### config.mk
export PLATFORM = sky130hd
export DESIGN_NAME = ucfg_serial_port
export DESIGN_NICKNAME = d
export VERILOG_FILES = /design/src/rtl/ucfg_serial_port.sv
export SDC_FILE = /design/constraint.sdc
export NUM_CORES = 1
export LEC_CHECK = 0
export BUFFER_PORTS_ARGS = -buffer_cell sky130_fd_sc_hd__buf_2
export CORE_UTILIZATION = 50
export CTS_CLUSTER_SIZE = 12
export DETAILED_ROUTE_END_ITERATION = 7
export GPL_ROUTABILITY_DRIVEN = 0
export PLACE_DENSITY_LB_ADDON = 0.12
export SETUP_SLACK_MARGIN = 0.5
export SLEW_MARGIN = 20
export SYNTH_ARGS = -nofsm -noshare
export SYNTH_HDL_FRONTEND = slang
export SYNTH_SLANG_ARGS = --single-unit
### constraint.sdc
create_clock -name clk -period 2.4 [get_ports clk]
set_clock_uncertainty 0.15 [all_clocks]
set_input_delay 0.12 -clock clk [delete_from_list [all_inputs] [get_ports clk]]
set_output_delay 0.12 -clock clk [all_outputs]
set_load 0.05 [all_outputs]
### src/rtl/ucfg_serial_port.sv
module ucfg_serial_port #(
  parameter int CFG_W     = 9,
  parameter int BUF_BYTES = 16,
  parameter int AW        = $clog2(BUF_BYTES)
) (
  input  logic             clk,
  input  logic             rst_n,
  input  logic             sclk,
  input  logic             en,
  input  logic             sd_in,
  output logic             sd_drive_low,
  input  logic             rx_active,
  input  logic             msg_done,
  input  logic [1:0]       rq_in,
  input  logic             buf_we,
  input  logic [AW-1:0]    buf_addr,
  input  logic [7:0]       buf_wdata,
  output logic             irq,
  output logic [CFG_W-1:0] cfg
);
  localparam int DATA_BITS = 8 * BUF_BYTES;
  localparam int PW        = $clog2(DATA_BITS + 1);
  localparam int CW        = $clog2(CFG_W);

  localparam logic [1:0] OP_RSET  = 2'b00;
  localparam logic [1:0] OP_WSET  = 2'b01;
  localparam logic [1:0] OP_RSTAT = 2'b10;

  typedef enum logic [2:0] {S_OP, S_WR, S_TA, S_RD, S_END} st_t;

  st_t             state;
  logic [2:0]      sy_clk;
  logic [1:0]      sy_en, sy_sd;
  logic [1:0]      op;
  logic [PW-1:0]   cnt;
  logic [CFG_W-1:0] wsh;
  logic [3:0]      snap;
  logic            dr, out_bit, rd_on;
  logic [1:0]      rq;
  logic [7:0]      mem [BUF_BYTES];
  logic [PW-1:0]   rd_len;
  logic [CW-1:0]   cidx;
  logic            cur_bit, stat_clr;

  wire rise   = sy_clk[1] & ~sy_clk[2];
  wire fall   = ~sy_clk[1] & sy_clk[2];
  wire en_s   = sy_en[1];
  wire bit_in = sy_sd[1];

  assign irq          = dr;
  assign sd_drive_low = rd_on & ~out_bit;
  assign cidx         = CW'(CFG_W - 1) - cnt[CW-1:0];
  assign stat_clr     = rise && state == S_RD && op == OP_RSTAT && cnt == PW'(4) && rd_on;

  always_comb begin
    case (op)
      OP_RSET:  rd_len = PW'(CFG_W);
      OP_RSTAT: rd_len = PW'(4);
      default:  rd_len = PW'(DATA_BITS);
    endcase
    case (op)
      OP_RSET:  cur_bit = cfg[cidx];
      OP_RSTAT: cur_bit = snap[cnt[1:0]];
      default:  cur_bit = mem[cnt[AW+2:3]][cnt[2:0]];
    endcase
  end

  always_ff @(posedge clk) begin
    if (buf_we) mem[buf_addr] <= buf_wdata;
  end

  always_ff @(posedge clk) begin
    if (!rst_n) begin
      sy_clk <= '0; sy_en <= '0; sy_sd <= 2'b11;
      state <= S_OP; op <= '0; cnt <= '0; wsh <= '0; snap <= '0;
      out_bit <= 1'b1; rd_on <= 1'b0; cfg <= '0;
    end else begin
      sy_clk <= {sy_clk[1:0], sclk};
      sy_en  <= {sy_en[0], en};
      sy_sd  <= {sy_sd[0], sd_in};
      if (!en_s) begin
        state <= S_OP; op <= '0; cnt <= '0; rd_on <= 1'b0;
      end else begin
        case (state)
          S_OP: if (rise) begin
            op <= {op[0], bit_in};
            if (cnt == PW'(1)) begin
              cnt   <= '0;
              state <= ({op[0], bit_in} == OP_WSET) ? S_WR : S_TA;
            end else cnt <= cnt + 1'b1;
          end
          S_WR: if (rise) begin
            wsh <= {wsh[CFG_W-2:0], bit_in};
            cnt <= cnt + 1'b1;
            if (cnt == PW'(CFG_W - 1)) begin
              cfg   <= {wsh[CFG_W-2:0], bit_in};
              state <= S_END;
            end
          end
          S_TA: if (rise) begin
            state <= S_RD;
            cnt   <= '0;
            snap  <= {rq, rx_active, dr};
          end
          S_RD: if (fall) begin
            if (cnt < rd_len) begin
              out_bit <= cur_bit;
              rd_on   <= 1'b1;
              cnt     <= cnt + 1'b1;
            end else rd_on <= 1'b0;
          end
          default: ;
        endcase
      end
    end
  end

  always_ff @(posedge clk) begin
    if (!rst_n) begin
      dr <= 1'b0; rq <= '0;
    end else if (msg_done) begin
      dr <= 1'b1; rq <= rq_in;
    end else if (stat_clr) begin
      dr <= 1'b0;
    end
  end

  // idle slot after a read opcode
  a_r3_turnaround_quiet: assert property (@(posedge clk) disable iff (!rst_n)
    state == S_TA |-> !sd_drive_low);
  a_r4_release_on_disable: assert property (@(posedge clk) disable iff (!rst_n)
    !en_s |=> !sd_drive_low);
  a_r4_drive_only_in_read: assert property (@(posedge clk) disable iff (!rst_n)
    sd_drive_low |-> state == S_RD);
  a_r11_change_on_fall: assert property (@(posedge clk) disable iff (!rst_n)
    (en_s && !fall) |=> $stable(sd_drive_low));
  a_r2_cfg_only_in_write: assert property (@(posedge clk) disable iff (!rst_n)
    state != S_WR |=> $stable(cfg));
  a_r7_flag_on_msg: assert property (@(posedge clk) disable iff (!rst_n)
    msg_done |=> irq);
  a_r8_clear_by_status: assert property (@(posedge clk) disable iff (!rst_n)
    $fell(irq) |-> $past(state == S_RD && op == OP_RSTAT));
endmodule

# Word level (Yosys, flattened, before mapping)
# Memory sizes are Yosys's and may differ from the RTL's. A register that Yosys moved wholly into a read port is not among the register bits.
# Index checks and enable logic that the tools add are counted.
# totals
ramBits	128
word_cells	88
memories	1
romBits	0
register_bits	46
latch_bits	0
# op_classes
reduce_logical	18
multipliers	0
div_mod_pow	0
addsub	2
mux	29
n_lt_le_gt_ge	4
n_eq_ne	15
bitwise_logic	6
n_shift	0
# mem_list
memory	depth	width	read_ports	rd_clocked_by_memory_dff	write_ports	line_no	text
mem	16	8	1	1	1	40	logic [7:0] mem [BUF_BYTES];
# ops
cell	n
8-bit 2-to-1 mux	6
8-bit case mux with 4 select lines	1
8-bit case mux with 2 select lines	1
3-bit 2-to-1 mux	5
2-bit != test (second input constant)	6
6-bit AND reduction	2
3-bit case mux with 3 select lines	1
8-bit by 1-bit adder with 8-bit output (second input constant)	1
8-bit by 1-bit == test with 1-bit output (second input constant)	1
8-bit by 3-bit == test with 1-bit output (second input constant)	1
8-bit by 4-bit == test with 1-bit output (second input constant)	1
8-bit less-than comparator	1
1-bit 2-to-1 mux	8
4-bit 2-to-1 mux	2
4-bit AND reduction	2
3-bit by 2-bit == test with 1-bit output (second input constant)	2
2-bit AND reduction	3
3-bit AND reduction	2
4-bit by 5-bit less-than comparator with 1-bit output (second input constant)	1
1-bit binary-select mux with 4-bit select	1
1-bit logical AND	4
3-bit by 4-bit less-than comparator with 1-bit output (second input constant)	1
4-bit nonzero test	1
4-bit subtractor (first input constant)	1
other kinds (15)	19

# Longest topological paths before layout
# logic_depth
depth_word	8
mapped_depth	9
mapped_depth_nobuf	8

# Least setup slack after synthesis
# OpenSTA, ideal clock, no wires.
# synth_timing
kind	flip-flop to flip-flop
startpoint	register op[1]
endpoint	register (tool-made name)
path_buffers	1
slack_ns	-0.021
path_stages_with_launch	10
synth_period_minus_slack_ns	2.421
setup_ns	0.118
t_arrival_ns	2.153
cell_sequence	dfxtp_1 -> or2_2 -> ha_1 -> or4_4 -> a211oi_2 -> o211ai_2 -> buf_6 -> a211oi_2 -> xnor2_1 -> nor2_1
# synth_rtl
element	line_no	text
from (decl)	34	logic [1:0] op;
from (signal assigned)	86	op <= {op[0], bit_in};

# Final worst setup path
# layout_timing
startpoint	register op[1]
endpoint	register out_bit
# layout_between
elab_chain_len	4
word_cells_on_any_way	6
cone_classes	order compare (1); eq/ne (1); mux (2); reduce/logical (2)
# layout_rtl
element	line_no	text
2-bit == test / 2-bit zero test (equally long branches)	56, 61	
8-bit case mux with 2 select lines	56	case (op)
8-bit less-than comparator	106	if (cnt < rd_len) begin
4-bit AND reduction (no line)	--	
to (signal assigned)	107	out_bit <= cur_bit;
to (decl)	38	logic dr, out_bit, rd_on;
# Parallel ways exist; a longest one is shown, timed or not.
# A chain may end at the register's enable or synchronous reset.

==> impl_table.tex <==
\begin{tabular}{lr}
\hline
Metric & Value \\
\hline
\multicolumn{2}{l}{\textbf{Outcome}} \\
Run status & finished with violations \\
Violated checks & setup timing \\
\multicolumn{2}{l}{\textbf{Timing}} \\
Unrepaired setup endpoints after global routing & true \\
Post-route worst setup slack & -0.03288 ns \\
Slew of the pin with the lowest slew margin & roughly 0.58 ns \\
Aggregate negative setup slack & -0.1188 ns \\
Max Clk Rate & about 410 MHz \\
Max-Slew Margin vs Limit & 61.34\% \\
Final setup violation count & 7 \\
Period Utilization, post-route & 101.4\% \\
Final Hold Viols & 0 \\
Max-slew violation count & 0 \\
Min Tclk post-route & $\sim$2.4 ns \\
Hold slack & 0.1011 ns \\
\multicolumn{2}{l}{\textbf{Global route}} \\
Vias in the first global route & 4410 \\
Largest net degree at the start of global routing & 35 \\
Antenna violations before repair & 0 \\
Total grt overflow & 0 \\
Global-route wire length before repair & between 20000 and 25000 µm \\
GR Util All Layers & 22.79\% \\
\multicolumn{2}{l}{\textbf{Die}} \\
Full die area & around 15000 µm² \\
Overall die height & between 100 and 150 µm \\
Area of the core region & roughly 14000 µm² \\
Overall die width & roughly 120 µm \\
Count of standard-cell rows & 43 \\
Initial core utilization & a little over half \\
I/O pins & 33 \\
\multicolumn{2}{l}{\textbf{Synthesis}} \\
Unique masters post-synth & between 50 and 60 \\
Post-Syn Area per Cell & between 15 and 20 µm² \\
Cell count after synthesis & $\sim$490 \\
Cell taking the most area after synthesis & sky130\_fd\_sc\_hd\_\_edfxtp\_1 \\
Sequential area share after synthesis & 65.88\% \\
EDFF count, synth & around 130 \\
Most used standard cell by instance count after synthesis & sky130\_fd\_sc\_hd\_\_edfxtp\_1 \\
Synth top area share & 52.27\% \\
Post-synthesis net count & between 500 and 600 \\
Synth Flop Type & sky130\_fd\_sc\_hd\_\_edfxtp\_1 \\
List of most frequent post-synthesis cells & sky130\_fd\_sc\_hd\_\_edfxtp\_1, sky130\_fd\_sc\_hd\_\_dfxtp\_1, sky130\_fd\_sc\_hd\_\_nor2\_1, sky130\_fd\_sc\_hd\_\_mux2i\_1, sky130\_fd\_sc\_hd\_\_nor2b\_1 \\
Async set or reset register ratio after synthesis & 0\% \\
Dominant cells by area after synthesis & sky130\_fd\_sc\_hd\_\_edfxtp\_1, sky130\_fd\_sc\_hd\_\_dfxtp\_1, sky130\_fd\_sc\_hd\_\_mux4\_2, sky130\_fd\_sc\_hd\_\_mux2i\_1, sky130\_fd\_sc\_hd\_\_nor2b\_1 \\
Flip-flop and latch count after synthesis & between 150 and 200 \\
Summed instance area of the synthesized netlist & about 7400 µm² \\
Synthesis Warnings & 0 \\
\multicolumn{2}{l}{\textbf{Placed design}} \\
Port bufs & 32 \\
Half-perimeter wire length after placement & roughly 10000 µm \\
Pre-CTS setup slack & -0.1618 ns \\
\multicolumn{2}{l}{\textbf{Power}} \\
Static Leakage & 2.951 nW \\
Worst supply voltage drop on vdd & 0.6067 mV \\
Power Dens Cells & 681.0 nW/µm² \\
\multicolumn{2}{l}{\textbf{Final layout}} \\
NumNets Final & between 600 and 700 \\
Proportion of layout cells with a drive suffix above 1 & $\sim$33\% \\
Antenna Diode Count & 0 \\
Area used by multi-input combinational logic & roughly 2500 µm² \\
Fill cell count & around 1.0k \\
Register Area & between 4000 and 5000 µm² \\
Area growth from synthesis to layout & 22.95\% \\
\multicolumn{2}{l}{\textbf{Setup path}} \\
Reg-to-reg startpoint & op[1]\$\_SDFFE\_PN0P\_ \\
Maximum fanout count along the critical path & 5 \\
End of the worst register-to-register path & out\_bit\$\_SDFFE\_PN1P\_ \\
FF-to-FF setup slack & -0.03 ns \\
Path type of the worst setup path & reg2reg \\
Kind of capture point of the worst setup path & flip-flop \\
CP required & between 2 and 3 ns \\
Data arrival time of the critical path & 2.61 ns \\
Worst reg-to-reg path cell count & 8 \\
Nature of the critical path startpoint & flip-flop \\
\multicolumn{2}{l}{\textbf{Clock network}} \\
Clock root cell & sky130\_fd\_sc\_hd\_\_clkbuf\_16 \\
TritonCTS Buffers & 17 \\
Clock Sinks & between 150 and 200 \\
CTS Buffer Depth & 2 \\
H-tree depth & 4 \\
Worst-Skew Late Latency & between 0.4 and 0.5 ns \\
Clock transition at path regs & $\sim$0.070 ns \\
Clock tree from TritonCTS & built \\
\multicolumn{2}{l}{\textbf{Routing}} \\
Routed length per instance & between 20 and 25 µm \\
Routed Wire Length & between 15000 and 20000 µm \\
Number of vias in the routed layout & roughly 4.4k \\
Remaining antenna violation count after routing & 0 \\
Number of violations reported at the end of detailed-routing iteration 0 & between 300 and 400 \\
Residual DRC & 0 \\
Number of detailed-route iterations in the first pass & 4 \\
Post-detailed-route via-to-cell ratio & 5.661 \\
\multicolumn{2}{l}{\textbf{Hold path}} \\
End of the worst hold path & mem[12][0]\$\_DFFE\_PP\_ \\
Hold/Removal Path Class & in2reg \\
Hold path depth & 3 \\
Min-delay src & buf\_addr[1] \\
\multicolumn{2}{l}{\textbf{Job}} \\
Number of maximum-capacitance violations & 0 \\
\hline
\end{tabular}
## critical path, stage by stage, from the launching register on
cell and delay, ns:
sky130_fd_sc_hd__dfxtp_2 0.32, sky130_fd_sc_hd__or2_4 0.26, sky130_fd_sc_hd__ha_4 0.15, sky130_fd_sc_hd__or4_4 0.44, sky130_fd_sc_hd__a211oi_4 0.21, sky130_fd_sc_hd__o211ai_4 0.16, sky130_fd_sc_hd__buf_4 0.18, sky130_fd_sc_hd__buf_6 0.12
sky130_fd_sc_hd__o41a_1 0.35
## timing repair
action / 4_1_cts / 5_1_grt
endpoints found under the setup margin: 25 / 29
gates resized for setup: 23 / 15
buffers inserted: 5 / 7
cloned: 1 / 0
pin swaps: 14 / 11
hold endpoints to repair: 136 / 0
hold buffers: 17 / 0
## power by group
part           internal [mW]  switching [mW]  total [mW]
combinational         0.0743           0.104       0.178
clock                   1.43            1.19        2.62
sequential              3.34          0.0157        3.36
total                   4.85            1.31        6.16
## sequential cells by signal, summed over array words and instances (netlist names), named ones only
name and flops:
sy_clk 3, cnt 8, op 2, rq 2, wsh 8, mem 128, sy_sd 2, sy_en 2
out_bit 1, state 3, cfg 9, rd_on 1, snap 4, irq 1
## per-layer routing
metal	vias to the layer above	routed length, µm	GRT usage (%)
met1	2221	6955	30.44
met4	0	175	8.584
li1	2051	-	-
met2	118	7921	36.31
met5	-	0	0
met3	14	755	5.351
## per-stage QoR
stage	cell area, µm²	std cells	total power [mW]	utilization [%]
2_1_floorplan	7401	485	3.490	-
3_3_place_gp	8043	717	3.568	57.06
3_5_place_dp	8043	717	3.578	57.06
6_report	9041	778	6.157	64.14
4_1_cts	8935	771	6.222	63.39
5_1_grt	9041	778	6.348	64.14
## cell type report
class                           instances  area share [%]
Inverter                                9          0.3737
Sequential cell                       178           53.72
Tap cell                              180           2.491
Clock buffer                           17           4.705
Clock inverter                         14           1.425
Timing Repair Buffer                  106           9.563
Multi-Input combinational cell        274           27.72
## worst max-delay path by stage
stage / start / to / slack, ns / cells past startpoint
3_5_place_dp: flip-flop / out_bit$_SDFFE_PN1P_ / -0.16 / 7
3_3_place_gp: flip-flop / out_bit$_SDFFE_PN1P_ / -0.13 / 7
4_1_cts: cnt[4]$_SDFFE_PN0P_ / cfg[5]$_SDFFE_PN0P_ / -0.03 / 6
5_1_grt: op[1]$_SDFFE_PN0P_ / out_bit$_SDFFE_PN1P_ / -0.13 / 8
2_1_floorplan: op[1]$_SDFFE_PN0P_ / cnt[6]$_SDFFE_PN0P_ / 0.14 / 9
6_report: op[1]$_SDFFE_PN0P_ / out_bit$_SDFFE_PN1P_ / -0.03 / 8
## cells in the final DEF, fill, tap and decap left out, types with 3 or more instances in the layout
cell type,count
sky130_fd_sc_hd__edfxtp_1,128
sky130_fd_sc_hd__dfxtp_1,44
sky130_fd_sc_hd__buf_4,44
sky130_fd_sc_hd__nor2_1,39
sky130_fd_sc_hd__nor2b_1,32
sky130_fd_sc_hd__buf_2,32
sky130_fd_sc_hd__mux2i_1,31
sky130_fd_sc_hd__mux4_2,30
sky130_fd_sc_hd__clkbuf_16,18
sky130_fd_sc_hd__nand2_1,17
sky130_fd_sc_hd__dlygate4sd3_1,17
sky130_fd_sc_hd__nor3_1,12
sky130_fd_sc_hd__nand2b_1,9
sky130_fd_sc_hd__nand3_1,8
sky130_fd_sc_hd__inv_1,7
sky130_fd_sc_hd__buf_6,7
sky130_fd_sc_hd__and2_1,5
sky130_fd_sc_hd__buf_12,5
sky130_fd_sc_hd__xnor2_1,4
sky130_fd_sc_hd__a22oi_1,4
sky130_fd_sc_hd__o21ai_0,4
sky130_fd_sc_hd__mux2_2,4
sky130_fd_sc_hd__o22ai_1,4
sky130_fd_sc_hd__ha_1,4
sky130_fd_sc_hd__inv_6,4
sky130_fd_sc_hd__dfxtp_2,4
sky130_fd_sc_hd__a211oi_2,3
sky130_fd_sc_hd__xnor2_2,3
sky130_fd_sc_hd__a21oi_2,3
sky130_fd_sc_hd__a31oi_1,3
sky130_fd_sc_hd__a21oi_1,3
sky130_fd_sc_hd__a211oi_1,3
sky130_fd_sc_hd__clkinvlp_4,3
## logic make-up (layout without fill, tap and decap cells)
group	after synthesis	after routing	synth area share (%)
DFF	178	178	65.88
AOI/OAI and AO/OA	45	45	4.850
muxes	67	67	14.29
adders and majority gates	6	6	1.021
buffers and inverters	33	146	2.246
xor gates and xnor gates	9	9	1.072
and+or+nand+nor	147	147	10.63
Power figures use the tool's default switching activity.
